===== config.mk =====
export PLATFORM = sky130hd
export DESIGN_NAME = gamma_pwl_unit
export DESIGN_NICKNAME = d
export VERILOG_FILES = /design/src/rtl/gamma_pkg.sv /design/src/rtl/gamma_seg_decode.sv /design/src/rtl/gamma_coef_rom.sv /design/src/rtl/gamma_mac_round.sv /design/src/rtl/gamma_pwl_unit.sv
export SDC_FILE = /design/constraint.sdc
export NUM_CORES = 1
export LEC_CHECK = 0
export BUFFER_PORTS_ARGS = -buffer_cell sky130_fd_sc_hd__buf_2
export CAP_MARGIN = 5
export CORE_AREA = 2 2 208 159
export CTS_CLUSTER_SIZE = 30
export DETAILED_ROUTE_END_ITERATION = 10
export DIE_AREA = 0 0 210 161
export PLACE_DENSITY = 0.56
export SLEW_MARGIN = 10
export SYNTH_ARGS = -nofsm -noshare
export SYNTH_HDL_FRONTEND = slang
export SYNTH_SLANG_ARGS = --single-unit

===== constraint.sdc =====
create_clock -name clk -period 7.08 [get_ports clk]
set_input_delay 0.708 -clock clk [delete_from_list [all_inputs] [get_ports clk]]
set_output_delay 0.708 -clock clk [all_outputs]
set_load 0.01 [all_outputs]

===== src/rtl/gamma_pkg.sv =====
package gamma_pkg;

  // Ideal transfer curve used to derive coefficients at elaboration time.
  function automatic real curve_val(real x, int in_w, int out_w, real gamma);
    real in_max;
    real out_max;
    in_max  = real'((1 << in_w) - 1);
    out_max = real'((1 << out_w) - 1);
    if (x <= 0.0) return 0.0;
    return out_max * ((x / in_max) ** (1.0 / gamma));
  endfunction

  // Width of segment 'a': octave 0 and 1 use unit-wide pieces, then doubling.
  function automatic int seg_width(int a, int sub_bits);
    int oct;
    oct = a >> sub_bits;
    if (oct == 0) return 1;
    return 1 << (oct - 1);
  endfunction

  function automatic int seg_start(int a, int sub_bits);
    int oct;
    int sub;
    int p;
    oct = a >> sub_bits;
    sub = a & ((1 << sub_bits) - 1);
    if (oct == 0) return sub;
    p = oct + sub_bits - 1;
    return (1 << p) + sub * seg_width(a, sub_bits);
  endfunction

  function automatic real seg_slope(int a, int in_w, int out_w, int sub_bits, real gamma);
    int  w;
    int  s;
    w = seg_width(a, sub_bits);
    s = seg_start(a, sub_bits);
    if (w < 2) return 0.0;
    return (curve_val(real'(s + w), in_w, out_w, gamma) -
            curve_val(real'(s), in_w, out_w, gamma)) / real'(w);
  endfunction

  // Chord intercept, lifted by half the mid-point sag to centre the error.
  function automatic real seg_icpt(int a, int in_w, int out_w, int sub_bits, real gamma);
    int  w;
    int  s;
    real c0;
    real sl;
    real mid;
    w  = seg_width(a, sub_bits);
    s  = seg_start(a, sub_bits);
    c0 = curve_val(real'(s), in_w, out_w, gamma);
    if (w < 4) return c0;
    sl  = seg_slope(a, in_w, out_w, sub_bits, gamma);
    mid = curve_val(real'(s) + real'(w) / 2.0, in_w, out_w, gamma);
    return c0 + 0.5 * (mid - (c0 + sl * real'(w) / 2.0));
  endfunction

  function automatic longint to_fixed(real r, int frac_w);
    return longint'(r * real'(longint'(1) << frac_w));
  endfunction

endpackage


===== src/rtl/gamma_seg_decode.sv =====
module gamma_seg_decode #(
  parameter int IN_W     = 12,
  parameter int SUB_BITS = 2,
  parameter int ADDR_W   = 6,
  parameter int OFF_W    = 9
) (
  input  logic              clk,
  input  logic              rst_n,
  input  logic              en,
  input  logic              in_valid,
  input  logic [IN_W-1:0]   in_data,
  output logic              s1_valid,
  output logic [ADDR_W-1:0] s1_addr,
  output logic [OFF_W-1:0]  s1_off
);
  localparam int LEAD_W = $clog2(IN_W);

  logic [LEAD_W-1:0] lead;
  logic              found;
  logic [LEAD_W-1:0] shift_amt;
  logic [LEAD_W-1:0] oct;
  logic [IN_W-1:0]   shifted;
  logic [IN_W-1:0]   off_mask;
  logic [ADDR_W-1:0] addr_c;
  logic [OFF_W-1:0]  off_c;

  // Leading-one search, saturated at the minimum octave boundary.
  always_comb begin
    lead  = '0;
    found = 1'b0;
    for (int i = IN_W - 1; i >= SUB_BITS; i--) begin
      if (!found && in_data[i]) begin
        lead  = LEAD_W'(i);
        found = 1'b1;
      end
    end
  end

  always_comb begin
    shift_amt = lead - LEAD_W'(SUB_BITS);
    oct       = shift_amt + LEAD_W'(1);
    shifted   = in_data >> shift_amt;
    off_mask  = (IN_W'(1) << shift_amt) - IN_W'(1);
    if (!found) begin
      addr_c = ADDR_W'(in_data[SUB_BITS-1:0]);
      off_c  = '0;
    end else begin
      addr_c = (ADDR_W'(oct) << SUB_BITS) | ADDR_W'(shifted[SUB_BITS-1:0]);
      off_c  = OFF_W'(in_data & off_mask);
    end
  end

  always_ff @(posedge clk or negedge rst_n) begin
    if (!rst_n) begin
      s1_valid <= 1'b0;
      s1_addr  <= '0;
      s1_off   <= '0;
    end else if (en) begin
      s1_valid <= in_valid;
      s1_addr  <= addr_c;
      s1_off   <= off_c;
    end
  end
endmodule


===== src/rtl/gamma_coef_rom.sv =====
module gamma_coef_rom #(
  parameter int  IN_W     = 12,
  parameter int  OUT_W    = 8,
  parameter int  SUB_BITS = 2,
  parameter int  NSEG     = 44,
  parameter int  ADDR_W   = 6,
  parameter int  OFF_W    = 9,
  parameter int  FRAC_W   = 16,
  parameter int  SLOPE_W  = 17,
  parameter int  ICPT_W   = 25,
  parameter real GAMMA    = 2.2
) (
  input  logic               clk,
  input  logic               rst_n,
  input  logic               en,
  input  logic               s1_valid,
  input  logic [ADDR_W-1:0]  s1_addr,
  input  logic [OFF_W-1:0]   s1_off,
  output logic               s2_valid,
  output logic [SLOPE_W-1:0] s2_slope,
  output logic [ICPT_W-1:0]  s2_icpt,
  output logic [OFF_W-1:0]   s2_off
);
  logic [SLOPE_W-1:0] slope_tbl [NSEG];
  logic [ICPT_W-1:0]  icpt_tbl  [NSEG];

  for (genvar a = 0; a < NSEG; a++) begin : g_entry
    localparam longint SL_Q =
      gamma_pkg::to_fixed(gamma_pkg::seg_slope(a, IN_W, OUT_W, SUB_BITS, GAMMA), FRAC_W);
    localparam longint IC_Q =
      gamma_pkg::to_fixed(gamma_pkg::seg_icpt(a, IN_W, OUT_W, SUB_BITS, GAMMA), FRAC_W);
    assign slope_tbl[a] = SLOPE_W'(SL_Q);
    assign icpt_tbl[a]  = ICPT_W'(IC_Q);
  end

  always_ff @(posedge clk or negedge rst_n) begin
    if (!rst_n) begin
      s2_valid <= 1'b0;
      s2_slope <= '0;
      s2_icpt  <= '0;
      s2_off   <= '0;
    end else if (en) begin
      s2_valid <= s1_valid;
      s2_slope <= slope_tbl[s1_addr];
      s2_icpt  <= icpt_tbl[s1_addr];
      s2_off   <= s1_off;
    end
  end
endmodule


===== src/rtl/gamma_mac_round.sv =====
module gamma_mac_round #(
  parameter int OUT_W   = 8,
  parameter int OFF_W   = 9,
  parameter int FRAC_W  = 16,
  parameter int SLOPE_W = 17,
  parameter int ICPT_W  = 25
) (
  input  logic               clk,
  input  logic               rst_n,
  input  logic               en,
  input  logic               s2_valid,
  input  logic [SLOPE_W-1:0] s2_slope,
  input  logic [ICPT_W-1:0]  s2_icpt,
  input  logic [OFF_W-1:0]   s2_off,
  output logic               out_valid,
  output logic [OUT_W-1:0]   out_data
);
  localparam int PROD_W  = SLOPE_W + OFF_W;
  localparam int ACC_W   = ((PROD_W > ICPT_W) ? PROD_W : ICPT_W) + 1;
  localparam int WHOLE_W = ACC_W - FRAC_W;
  localparam int OUT_MAX = (1 << OUT_W) - 1;

  logic [ACC_W-1:0]   acc;
  logic [ACC_W-1:0]   rnd;
  logic [WHOLE_W-1:0] whole;
  logic [OUT_W-1:0]   sat;

  always_comb begin
    acc   = ACC_W'(s2_icpt) + ACC_W'(s2_slope) * ACC_W'(s2_off);
    rnd   = acc + (ACC_W'(1) << (FRAC_W - 1));
    whole = rnd[ACC_W-1:FRAC_W];
    if (whole > WHOLE_W'(OUT_MAX)) sat = OUT_W'(OUT_MAX);
    else                           sat = OUT_W'(whole);
  end

  always_ff @(posedge clk or negedge rst_n) begin
    if (!rst_n) begin
      out_valid <= 1'b0;
      out_data  <= '0;
    end else if (en) begin
      out_valid <= s2_valid;
      out_data  <= sat;
    end
  end
endmodule


===== src/rtl/gamma_pwl_unit.sv =====
module gamma_pwl_unit #(
  parameter int  IN_W     = 12,
  parameter int  OUT_W    = 8,
  parameter int  SUB_BITS = 2,
  parameter int  FRAC_W   = 16,
  parameter real GAMMA    = 2.2
) (
  input  logic             clk,
  input  logic             rst_n,
  input  logic             in_valid,
  output logic             in_ready,
  input  logic [IN_W-1:0]  in_data,
  output logic             out_valid,
  input  logic             out_ready,
  output logic [OUT_W-1:0] out_data
);
  localparam int NSEG    = (IN_W - SUB_BITS + 1) << SUB_BITS;
  localparam int ADDR_W  = $clog2(NSEG);
  localparam int OFF_W   = IN_W - 1 - SUB_BITS;
  localparam int SLOPE_W = FRAC_W + 1;
  localparam int ICPT_W  = OUT_W + FRAC_W + 1;

  logic               adv;
  logic               s1_valid;
  logic [ADDR_W-1:0]  s1_addr;
  logic [OFF_W-1:0]   s1_off;
  logic               s2_valid;
  logic [SLOPE_W-1:0] s2_slope;
  logic [ICPT_W-1:0]  s2_icpt;
  logic [OFF_W-1:0]   s2_off;

  // Whole pipeline moves when the output slot is free or being taken.
  assign adv      = !out_valid || out_ready;
  assign in_ready = adv;

  gamma_seg_decode #(
    .IN_W(IN_W), .SUB_BITS(SUB_BITS), .ADDR_W(ADDR_W), .OFF_W(OFF_W)
  ) i_decode (
    .clk(clk), .rst_n(rst_n), .en(adv),
    .in_valid(in_valid), .in_data(in_data),
    .s1_valid(s1_valid), .s1_addr(s1_addr), .s1_off(s1_off)
  );

  gamma_coef_rom #(
    .IN_W(IN_W), .OUT_W(OUT_W), .SUB_BITS(SUB_BITS), .NSEG(NSEG),
    .ADDR_W(ADDR_W), .OFF_W(OFF_W), .FRAC_W(FRAC_W),
    .SLOPE_W(SLOPE_W), .ICPT_W(ICPT_W), .GAMMA(GAMMA)
  ) i_rom (
    .clk(clk), .rst_n(rst_n), .en(adv),
    .s1_valid(s1_valid), .s1_addr(s1_addr), .s1_off(s1_off),
    .s2_valid(s2_valid), .s2_slope(s2_slope), .s2_icpt(s2_icpt), .s2_off(s2_off)
  );

  gamma_mac_round #(
    .OUT_W(OUT_W), .OFF_W(OFF_W), .FRAC_W(FRAC_W),
    .SLOPE_W(SLOPE_W), .ICPT_W(ICPT_W)
  ) i_mac (
    .clk(clk), .rst_n(rst_n), .en(adv),
    .s2_valid(s2_valid), .s2_slope(s2_slope), .s2_icpt(s2_icpt), .s2_off(s2_off),
    .out_valid(out_valid), .out_data(out_data)
  );
endmodule


### Word-level counts from Yosys, hierarchy flattened

Memory sizes are Yosys's and may differ from the RTL's. A register that Yosys moved wholly into a read port is not among the register bits.
Index checks and enable logic that the tools add are counted.

* bits in registers: 35
* memories kept: 2
* word-level logic and storage cells: 66
* ROM bits: 2688

* muxes and demuxes: 23
* reduce and logical (&&, ||, !) cells: 22
* order comparisons: 1
* add/sub/neg operators: 5
* shifts and indexed selects: 2
* $mul: 1
* bitwise gates (word level): 3

Memories
* (name not given): words 64, width 25, rd ports 1, clocked after memory_dff 1, wr ports 0, line gamma_coef_rom.sv:45 `s2_icpt <= icpt_tbl[s1_addr];`
* (name not given): words 64, width 17, rd ports 1, clocked after memory_dff 1, wr ports 0, line gamma_coef_rom.sv:44 `s2_slope <= slope_tbl[s1_addr];`

Operators with widths (count)
* two-way mux 4 bit: 10
* adder 25 x 26 -> 27 bit: 1
* adder 27 x 16 -> 27 bit, second input constant: 1
* multiplier 17 x 9 -> 26 bit: 1
* zero test 1 bit: 12
* >> shifter 12 x 4 -> 2 bit: 1
* greater-than comparator 11 x 8 -> 1 bit, second input constant: 1
* two-way mux 1 bit: 10
* bitwise AND 9 bit: 1
* logical AND 1 bit: 9
* two-way mux 9 bit: 1
* left shift 1 x 4 -> 9 bit, first input constant: 1
* subtractor 9 x 2 -> 9 bit, second input constant: 1
* two-way mux 8 bit: 1
* NOT 6 -> 7 bit: 1
* two-way mux 6 bit: 1
* OR 6 x 2 -> 6 bit: 1
* adder 4 x 1 -> 4 bit, second input constant: 1
* subtractor 4 x 2 -> 4 bit, second input constant: 1
* logical OR 1 bit: 1

### Longest topological paths before layout

Gate-level depths: netlist of the first run.

* depth after elaboration: 33
* mapped depth: 21

### By module

Synthesis of the first run repeated with hierarchy kept, for this count alone.

* cell total of the unflattened synthesis: 1383
* area, all modules: 11582.4 µm²

Modules (own cells, without submodules)
* gamma_mac_round: area an instance 5791.8 µm², times used 1, cells each 665, seq. area each 225.2 µm²
* gamma_coef_rom: area an instance 4384.2 µm², times used 1, cells each 538, seq. area each 1251.2 µm²
* gamma_seg_decode: area an instance 1400.1 µm², times used 1, cells each 179, seq. area each 400.4 µm²
* gamma_pwl_unit: area an instance 6.3 µm², times used 1, cells each 1, seq. area each 0.0 µm²

### Worst setup path before layout of the first run

No wires, ideal clock.

* path type: reg-to-reg
* start: reg i_rom.s2_off[0]
* end: reg i_mac.out_data[3]
* data arrival time: 5.549 ns
* setup time: 0.126 ns
* path buffers: 2
* setup slack: 1.405 ns
* stages on the path, launching flop included: 20
* cell sequence: dfrtp_1 -> clkbuf_1 -> clkbuf_1 -> nand2_1 -> fa_1 -> inv_1 -> fa_1 -> fa_1 -> fa_1 -> inv_1 -> fa_1 -> inv_1 -> ha_1 -> a41oi_1 -> o21ai_1 -> a2111oi_2 -> a211oi_1 -> a2111oi_2 -> o211ai_2 -> o32a_1

* longest elaborated chain between the ends: 5

RTL lines
* start, declared: line gamma_coef_rom.sv:22 `output logic [OFF_W-1:0] s2_off`
* start signal, assigned: line gamma_coef_rom.sv:46 `s2_off <= s1_off;`
* multiplier 17 x 9 -> 26 bit *: line gamma_mac_round.sv:29 `acc = ACC_W'(s2_icpt) + ACC_W'(s2_slope) * ACC_W'(s2_off);`
* adder 25 x 26 -> 27 bit *: line gamma_mac_round.sv:29
* adder 27 x 16 -> 27 bit *: line gamma_mac_round.sv:30 `rnd = acc + (ACC_W'(1) << (FRAC_W - 1));`
* greater-than comparator 11 x 8 -> 1 bit: line gamma_mac_round.sv:32 `if (whole > WHOLE_W'(OUT_MAX)) sat = OUT_W'(OUT_MAX);`
* two-way mux 8 bit *: line gamma_mac_round.sv:32
* end signal, assigned: line gamma_mac_round.sv:42 `out_data <= sat;`
* end, declared: line gamma_mac_round.sv:16 `output logic [OUT_W-1:0] out_data`

Mark *: on every way between the ends. The rest lies on a longest branch, timed or not.
A chain may end at the register's enable or synchronous reset.

### Final worst setup path of the first run

Ends and elaborated chain as after synthesis.

==> flow_results.org, run 1 <==
** Worst setup path
- Counting cells, the worst reg-to-reg path comes to 19.
- Crit path cell chain :: nand2_1 -> fa_1 -> inv_1 -> fa_1 -> inv_1 -> fa_1 -> inv_1 -> fa_1 -> inv_1 -> fa_1 -> inv_1 -> ha_1 -> and3_1 -> and3_1 -> a22oi_1 -> a211oi_1 -> a2111oi_2 -> o211ai_2 -> o32a_1
- The endpoint identified for the worst register-to-register timing path is i_mac.out_data[3].
- The worst setup path is launched from a flip-flop.
- Critical Path Max Stage Delay :: 710 ps
- Reg2Reg Launch Point :: i_rom.s2_off[0]
- Worst-case register-to-register setup slack :: a little under 1000 ps
- Worst-path fanout max :: 18
- Critical Path Slowest Stage Cell :: sky130_fd_sc_hd__dfrtp_1
- Data arrival time at the worst-slack endpoint :: 6320 ps
- At the worst endpoint, the required time is 7300 ps.
- STA classifies the critical path endpoint as a flip-flop.
- By startpoint and endpoint, the worst setup path is classified as reg -> reg.

** Global route
- Vias in the first global route :: 9,312
- Wire length of the first global-routing pass :: 52,970 um
- Tot GR Track Use :: 0.1997
- Entering global routing, the biggest net connects 97 pins.
- Total grt overflow :: 0
- Number of antenna violations at the first check in global routing :: 0

** Clock tree
- CTS Buf Count :: 9
- The tree is rooted in a sky130_fd_sc_hd__clkbuf_16.
- Clock sink count :: 75
- The number of hold buffers added after CTS was 0.
- Clock latency of the later-clocked register in the worst-skew pair :: between 300 and 400 ps
- Gates resized during post-CTS repair numbered 0.
- The number of setup buffers added after CTS is 0.
- After clock tree synthesis, the clock-pin slew on the worst setup and hold paths is ~60 ps.
- Maximum buffer depth of the clock tree :: 2
- TritonCTS built the clock tree.
- Depth of the CTS H-tree :: 3

** Routing
- In the routed design, unresolved DRC markers number 0.
- The routed layout has 9,692 vias.
- Number of DRC markers after the initial detailed-route iteration :: 948
- The first TritonRoute pass finished after 6 iterations.
- In this run the remaining antenna-violating nets after routing total 0.
- Using the TritonRoute via totals, the vias-per-cell ratio works out to 5.535.
- Wirelength per Cell :: 18.62 um
- For this block, the routed nets add up to approximately 33,000 um of wire.

** STA
- Final TNS setup :: 0 ps
- Final setup violating endpoints :: 0
- RSZ-0062 raised after global routing :: no
- At the pin with the least slew margin, the transition time is 1100 ps.
- Measured against its own limit, the worst slew margin works out to 0.2651.
- Final Cycle Share :: 0.8612
- For the finished layout, the period the worst path requires is 6098 ps.
- The number of pins exceeding their max-slew limit in the final report is 0.
- Count of final hold-check violations :: 0
- Layout Skew :: 10.21 ps
- Based on the critical path, the design can be clocked at up to 164.0 MHz.

** Placement
- Input/output buffers :: 25
- Routability-driven placement finished with a final weighted congestion of 0.9587.
- Summed over all nets, the half-perimeter wirelength after detailed placement is 24,830 um.

** Floorplan
- The die covers 33,810 um^2.
- The floorplan step set the die width to 210 um.
- In this run the vertical extent of the chip is 161 um.
- Core footprint :: 31,880 um^2
- In this run the count of I/O pins placed on the die edge is 26.
- The floorplan has 57 rows.
- The initial utilization of the core area, before any placement, comes to 0.3454.

** Final layout
- In the final design database the tool counted 1,565 nets.
- Share of final-layout standard cells stronger than drive strength 1 :: 0.05232
- Top library cells by usage in the layout, fill and taps aside :: sky130_fd_sc_hd__nand2_1 (224), sky130_fd_sc_hd__inv_1 (193), sky130_fd_sc_hd__fa_1 (120)
- Relative to the synthesized area, the layout overhead comes to 6.159%.
- The repair_antennas step left the layout with diodes totalling 0.
- Leaving out fill and tap cells, the most frequent cell in the layout is sky130_fd_sc_hd__nand2_1.
- Counting the fill cells in the layout gives 3,305.

** Yosys
- Summed over all instances, the cell type with the most area after synthesis is sky130_fd_sc_hd__fa_1.
- Post-synth design cell area :: 11,010 um^2
- Synthesized instance count :: 1,387
- For this run, the register share of the synthesized area comes to 0.1704.
- Predominant post-synthesis flop cell :: sky130_fd_sc_hd__dfrtp_1
- Counting distinct cell types in the post-synthesis netlist gives between 70 and 80.
- The share of synthesized area in the top cell type comes to 0.2182.
- Top area cells in the synthesized netlist :: sky130_fd_sc_hd__fa_1 (22%), sky130_fd_sc_hd__dfrtp_1 (17%), sky130_fd_sc_hd__ha_1 (11%)
- Number of synthesized register bits :: 75
- Synth warn :: 0
- EDFF count, synth :: 0
- Post-synth net total :: 1,619
- Dividing the synthesized area by the synthesized cell count gives 7.939 um^2.
- Of all flip-flops after synthesis, the portion carrying an async set or reset was 1.000.

** Outcome
- The flow ran to the end, and the final reports show no timing, DRC or antenna violations.

** Min path
- In this run the worst hold path is classified as in -> async.

** Flow run
- Max cap viols :: 0
-- metal layers --
| metal | vias to the layer above | wire, um | track usage |
|---|---|---|---|
| met5 | - | 0 | 0 |
| met3 | 29 | 2962 | 0.04725 |
| met4 | 0 | 498 | 0.04352 |
| met1 | 4730 | 15400 | 0.3000 |
| li1 | 4501 | - | - |
| met2 | 432 | 13740 | 0.2893 |
-- sequential cells by signal (all words and copies together), names as in the netlist --
name               cells
i_mac.out_valid        1
i_mac.out_data         8
i_rom.s2_icpt         24
i_decode.s1_addr       6
i_rom.s2_off           9
i_rom.s2_valid         1
i_decode.s1_valid      1
i_rom.s2_slope        16
i_decode.s1_off        9
-- logic make-up (layout without fill, tap and decap cells) --
kind of cell,count (synthesis),in the layout,share of synthesized area
and+or+nand+nor,456,456,0.1859
AOI/OAI and AO/OA,317,317,0.1882
buffers and inverters,296,247,0.1019
adders and majority gates,216,216,0.3272
DFF,75,75,0.1704
xor gates and xnor gates,15,15,0.01193
muxes,12,12,0.01443
-- how the worst max path moves through the flow --
stage                         start                end  slack [ps]  cells past startpoint
finish              i_rom.s2_off[0]  i_mac.out_data[3]         980                     19
global route        i_rom.s2_off[0]  i_mac.out_data[3]         670                     17
CTS                 i_rom.s2_off[0]  i_mac.out_data[3]        1050                     19
detailed placement  i_rom.s2_off[0]  i_mac.out_data[3]        1070                     19
global placement    i_rom.s2_off[0]  i_mac.out_data[3]        1210                     19
floorplan           i_rom.s2_off[0]  i_mac.out_data[3]        1400                     19
-- per-stage QoR --
step | hold WS (ps) | util | worst slack [ps] | instances | instance area (um^2)
after floorplan | 412.4 | - | 1405 | 1387 | 11010
after global placement | 451.1 | 0.3564 | 1209 | 1735 | 11360
after detailed placement | 456.5 | 0.3564 | 1068 | 1735 | 11360
after CTS | 246.3 | 0.3667 | 1049 | 1751 | 11690
after global routing | 249.5 | 0.3667 | 671.0 | 1751 | 11690
final | 247.7 | 0.3667 | 982.4 | 1751 | 11690
-- cell type report --
class                           instances  area (um^2)  share of cell area
Inverter                              194        728.2             0.06229
Clock buffer                           11        242.7             0.02076
Multi-Input combinational cell       1016         8020              0.6861
Clock inverter                          5        85.08            0.007278
Sequential cell                        75         1879              0.1608
Timing Repair Buffer                   37        217.7             0.01862
Tap cell                              413        516.7             0.04420
-- synthesized netlist by cell type (all sizes together) (7+ instances only) --
cell / n
a21o: 8
fa: 120
nor2b: 7
o22a: 7
mux2i: 8
nand2: 225
a221oi: 8
ha: 96
inv: 194
o21ai: 79
a211oi: 17
dfrtp: 75
o22ai: 13
clkbuf: 83
a31oi: 26
o211ai: 16
xnor2: 7
and2: 57
a21oi: 71
buf: 19
nor2: 90
o31ai: 11
nand3: 27
nor3: 17
xor2: 8
-- worst max-delay path, delay by kind of cell (launching register included) --
family | cells | cell delay [ps]
buf+inv | 5 | 250
compound gates | 5 | 1620
fa+ha+maj | 6 | 2830
flops | 1 | 710
simple gates | 3 | 550
Power of run 1 is not shown: default switching activity piles up to over one toggle a cycle in this logic, so the estimate is an artifact.
==> run 2, diff against run 1 <==
==> constraint.sdc (replaced) <==
create_clock -name clk -period 6.3 [get_ports clk]
set_input_delay 0.63 -clock clk [delete_from_list [all_inputs] [get_ports clk]]
set_output_delay 0.63 -clock clk [all_outputs]
set_load 0.01 [all_outputs]
==> flow_results.org, run 2 (synthesis results as in run 1) <==
** Floorplan
- The vertical extent of the die was 161 um (unchanged).
- Core footprint :: 31,880 um^2 (unchanged)
- The total number of placement rows came to 57 (unchanged).
- Die ar. :: 33,810 um^2 (unchanged)
- Total I/O pin count :: 26 (unchanged)
- Width of the chip :: 210 um (unchanged)
- Starting density of the core :: 0.3454 (unchanged)

** STA
- The time the final worst path needs with I/O delays and setup is 5920 ps (was 6098 ps).
- Slew @ Worst Pin :: 1074 ps (was 1100 ps)
- The number of hold violations in the final report came to 0 (unchanged).
- Final TNS setup :: 0 ps (unchanged)
- Max Clk Rate :: 168.9 MHz (was 164.0 MHz)
- Max Slew Vio Count :: 0 (unchanged)
- The worst max-slew margin expressed relative to the limit was 0.2828 (was 0.2651).
- RSZ-0062 raised after global routing :: no (unchanged)
- Layout Skew :: 10.39 ps (was 10.21 ps)
- The total setup violations reported at the end of the flow came to 0 (unchanged).
- The part of the cycle the worst path needs was 0.9397 (was 0.8612).

** Final layout
- Layout Nets :: 1,567 (was 1,565)
- Number of flip-flops in the largest register :: 24 (unchanged)
- Largest registers: i_rom.s2_icpt x24, i_rom.s2_slope x16 (unchanged).
- Biggest register :: i_rom.s2_icpt (unchanged)
- Share of final-layout standard cells stronger than drive strength 1 :: 0.05597 (was 0.05232)
- Layout overhead on the synthesized area :: 6.113% (was 6.159%)
- Antenna cells :: 0 (unchanged)
- Top library cells by usage in the layout, fill and taps aside: sky130_fd_sc_hd__nand2_1 (224), sky130_fd_sc_hd__inv_1 (193), sky130_fd_sc_hd__fa_1 (120) (unchanged).
- Leading cell type in the layout, fill and taps excluded :: sky130_fd_sc_hd__nand2_1 (unchanged)

** Clock tree
- The CTS buffer count came to 9 (unchanged).
- The sink count of the clock tree came to 75 (unchanged).
- The number of hold-repair buffers added at the cts stage came to 0 (unchanged).
- The clock root buffer is sky130_fd_sc_hd__clkbuf_16 (unchanged).
- The insertion delay of the later-clocked pin in the worst-skew pair was 350 ps (about the same).
- Reg clk slew, reported paths :: 60 ps (about the same)
- The maximum level of the CTS H-tree came to 3 (unchanged).
- Post-CTS setup buffer count :: 0 (unchanged)
- The CTS tree is yes (unchanged).
- The maximum clock path buffer count came to 2 (unchanged).

** Worst setup path
- Critical Path Slowest Stage Cell :: sky130_fd_sc_hd__dfrtp_1 (unchanged)
- The delay contributed by the slowest stage of the critical path came to 700 ps (was 710 ps).
- Worst Path Required :: 6530 ps (was 7300 ps)
- Depth of the worst register-to-register path :: 19 (unchanged)
- The register-to-register setup slack is 380 ps (was 980 ps).
- The instance count on the critical path is 19 (unchanged).
- The arrival time of data at the critical path endpoint was 6150 ps (was 6320 ps).
- The largest delay contributor family on the critical path is adder cells (unchanged).
- CP endpoint kind :: flip-flop (unchanged)
- Crit path cell chain: nand2_1 -> fa_1 -> inv_1 -> fa_1 -> inv_1 -> fa_1 -> inv_1 -> fa_1 -> inv_1 -> fa_1 -> inv_1 -> ha_1 -> and3_1 -> and3_1 -> a22oi_1 -> a211oi_1 -> a2111oi_2 -> o211ai_2 -> o32a_1 (unchanged).
- The kind of start point of the critical path is a flip-flop (unchanged).
- The type of the worst setup path is reg -> reg (unchanged).
- The peak fanout along the critical path was 17 (was 18).
- Count of buffering cells on the critical path with inverters included :: 5 (unchanged)

** Global route
- The pin count of the biggest net entering global routing came to 80 (was 97).
- The overall track demand over capacity in global routing is 0.2016 (was 0.1997).
- Number of antenna violations at the first check in global routing :: 1 (was 0)
- The wire length of the first global-routing pass was 53,550 um (was 52,970 um).
- The residual overflow from global routing came to 0 (unchanged).
- Vias in the first global route :: 9,295 (was 9,312)

** Flow run
- Max cap viols :: 0 (unchanged)

** Routing
- The number of vias in the routed layout came to 9,584 (was 9,692).
- The violation count after the first detailed-route iteration is 886 (was 948).
- The remaining antenna violation count after routing is 0 (unchanged).
- The post-detailed-route DRC marker count was 0 (unchanged).
- The total detailed-routing wirelength is 32,850 um (was 32,600 um).
- Number of vias per cell :: 5.467 (was 5.535)
- The mean routed wirelength per cell was 18.74 um (was 18.62 um).
- First-pass DRT Iterations :: 5 (was 6)

** Outcome
- Outcome :: complete, no violations (unchanged)

** Placement
- The last weighted congestion value of the routability-driven placer was 0.9608 (was 0.9587).
- DP HPWL :: 25,460 um (was 24,830 um)
- Input/output buffers :: 25 (unchanged)

** Min path
- The type of the most critical hold path was in -> async (unchanged).
run 2: path summary, 6_finish.rpt:
| kind | from | endpoint |
|---|---|---|
| max in group asynchronous | rst_n | i_rom.s2_off[4] |
| setup / recovery | i_rom.s2_off[1] | i_mac.out_data[3] |
| hold / removal | rst_n | i_rom.s2_icpt[6] |
| setup reg to reg | i_rom.s2_off[1] | i_mac.out_data[3] |
| min in group clk | i_decode.s1_off[5] | i_decode.s1_off[5] |
| hold reg to reg | i_decode.s1_off[5] | i_decode.s1_off[5] |
run 2: through the flow:
stage / hold WS, ps / util / instances / setup slack (ps) / instance area (um^2)
2_1_floorplan: 334.4 / - / 1387 / 624.8 / 11010
3_3_place_gp: 453.2 / 0.3569 / 1737 / 432.0 / 11380
3_5_place_dp: 458.0 / 0.3569 / 1737 / 317.3 / 11380
4_1_cts: 160.7 / 0.3664 / 1753 / 304.4 / 11680
5_1_grt: 167.9 / 0.3665 / 1753 / 53.85 / 11690
6_report: 164.2 / 0.3665 / 1753 / 379.6 / 11690
run 2: area by class of cell:
class	count	area [um^2]
Clock inverter	5	61.31
Multi-Input combinational cell	1016	8020
Clock buffer	11	242.7
Sequential cell	75	1883
Inverter	194	728.2
Fill cell	3310	20190
Tap cell	413	516.7
Timing Repair Buffer	39	232.7
run 2: what timing repair did:
item                                    4_1_cts  5_1_grt
endpoints found under the setup margin        0        1
endpoints found under the hold margin         0        0
resized for setup                             0        3
run 2: layer usage:
metal | GRT usage | share of wire | up-vias
met4 | 0.04771 | 0.018 | 0
met5 | 0 | 0 | -
met3 | 0.04375 | 0.083 | 35
li1 | - | - | 4515
met1 | 0.3066 | 0.48 | 4664
met2 | 0.2890 | 0.42 | 370
Power of run 2 is left out for the same reason.
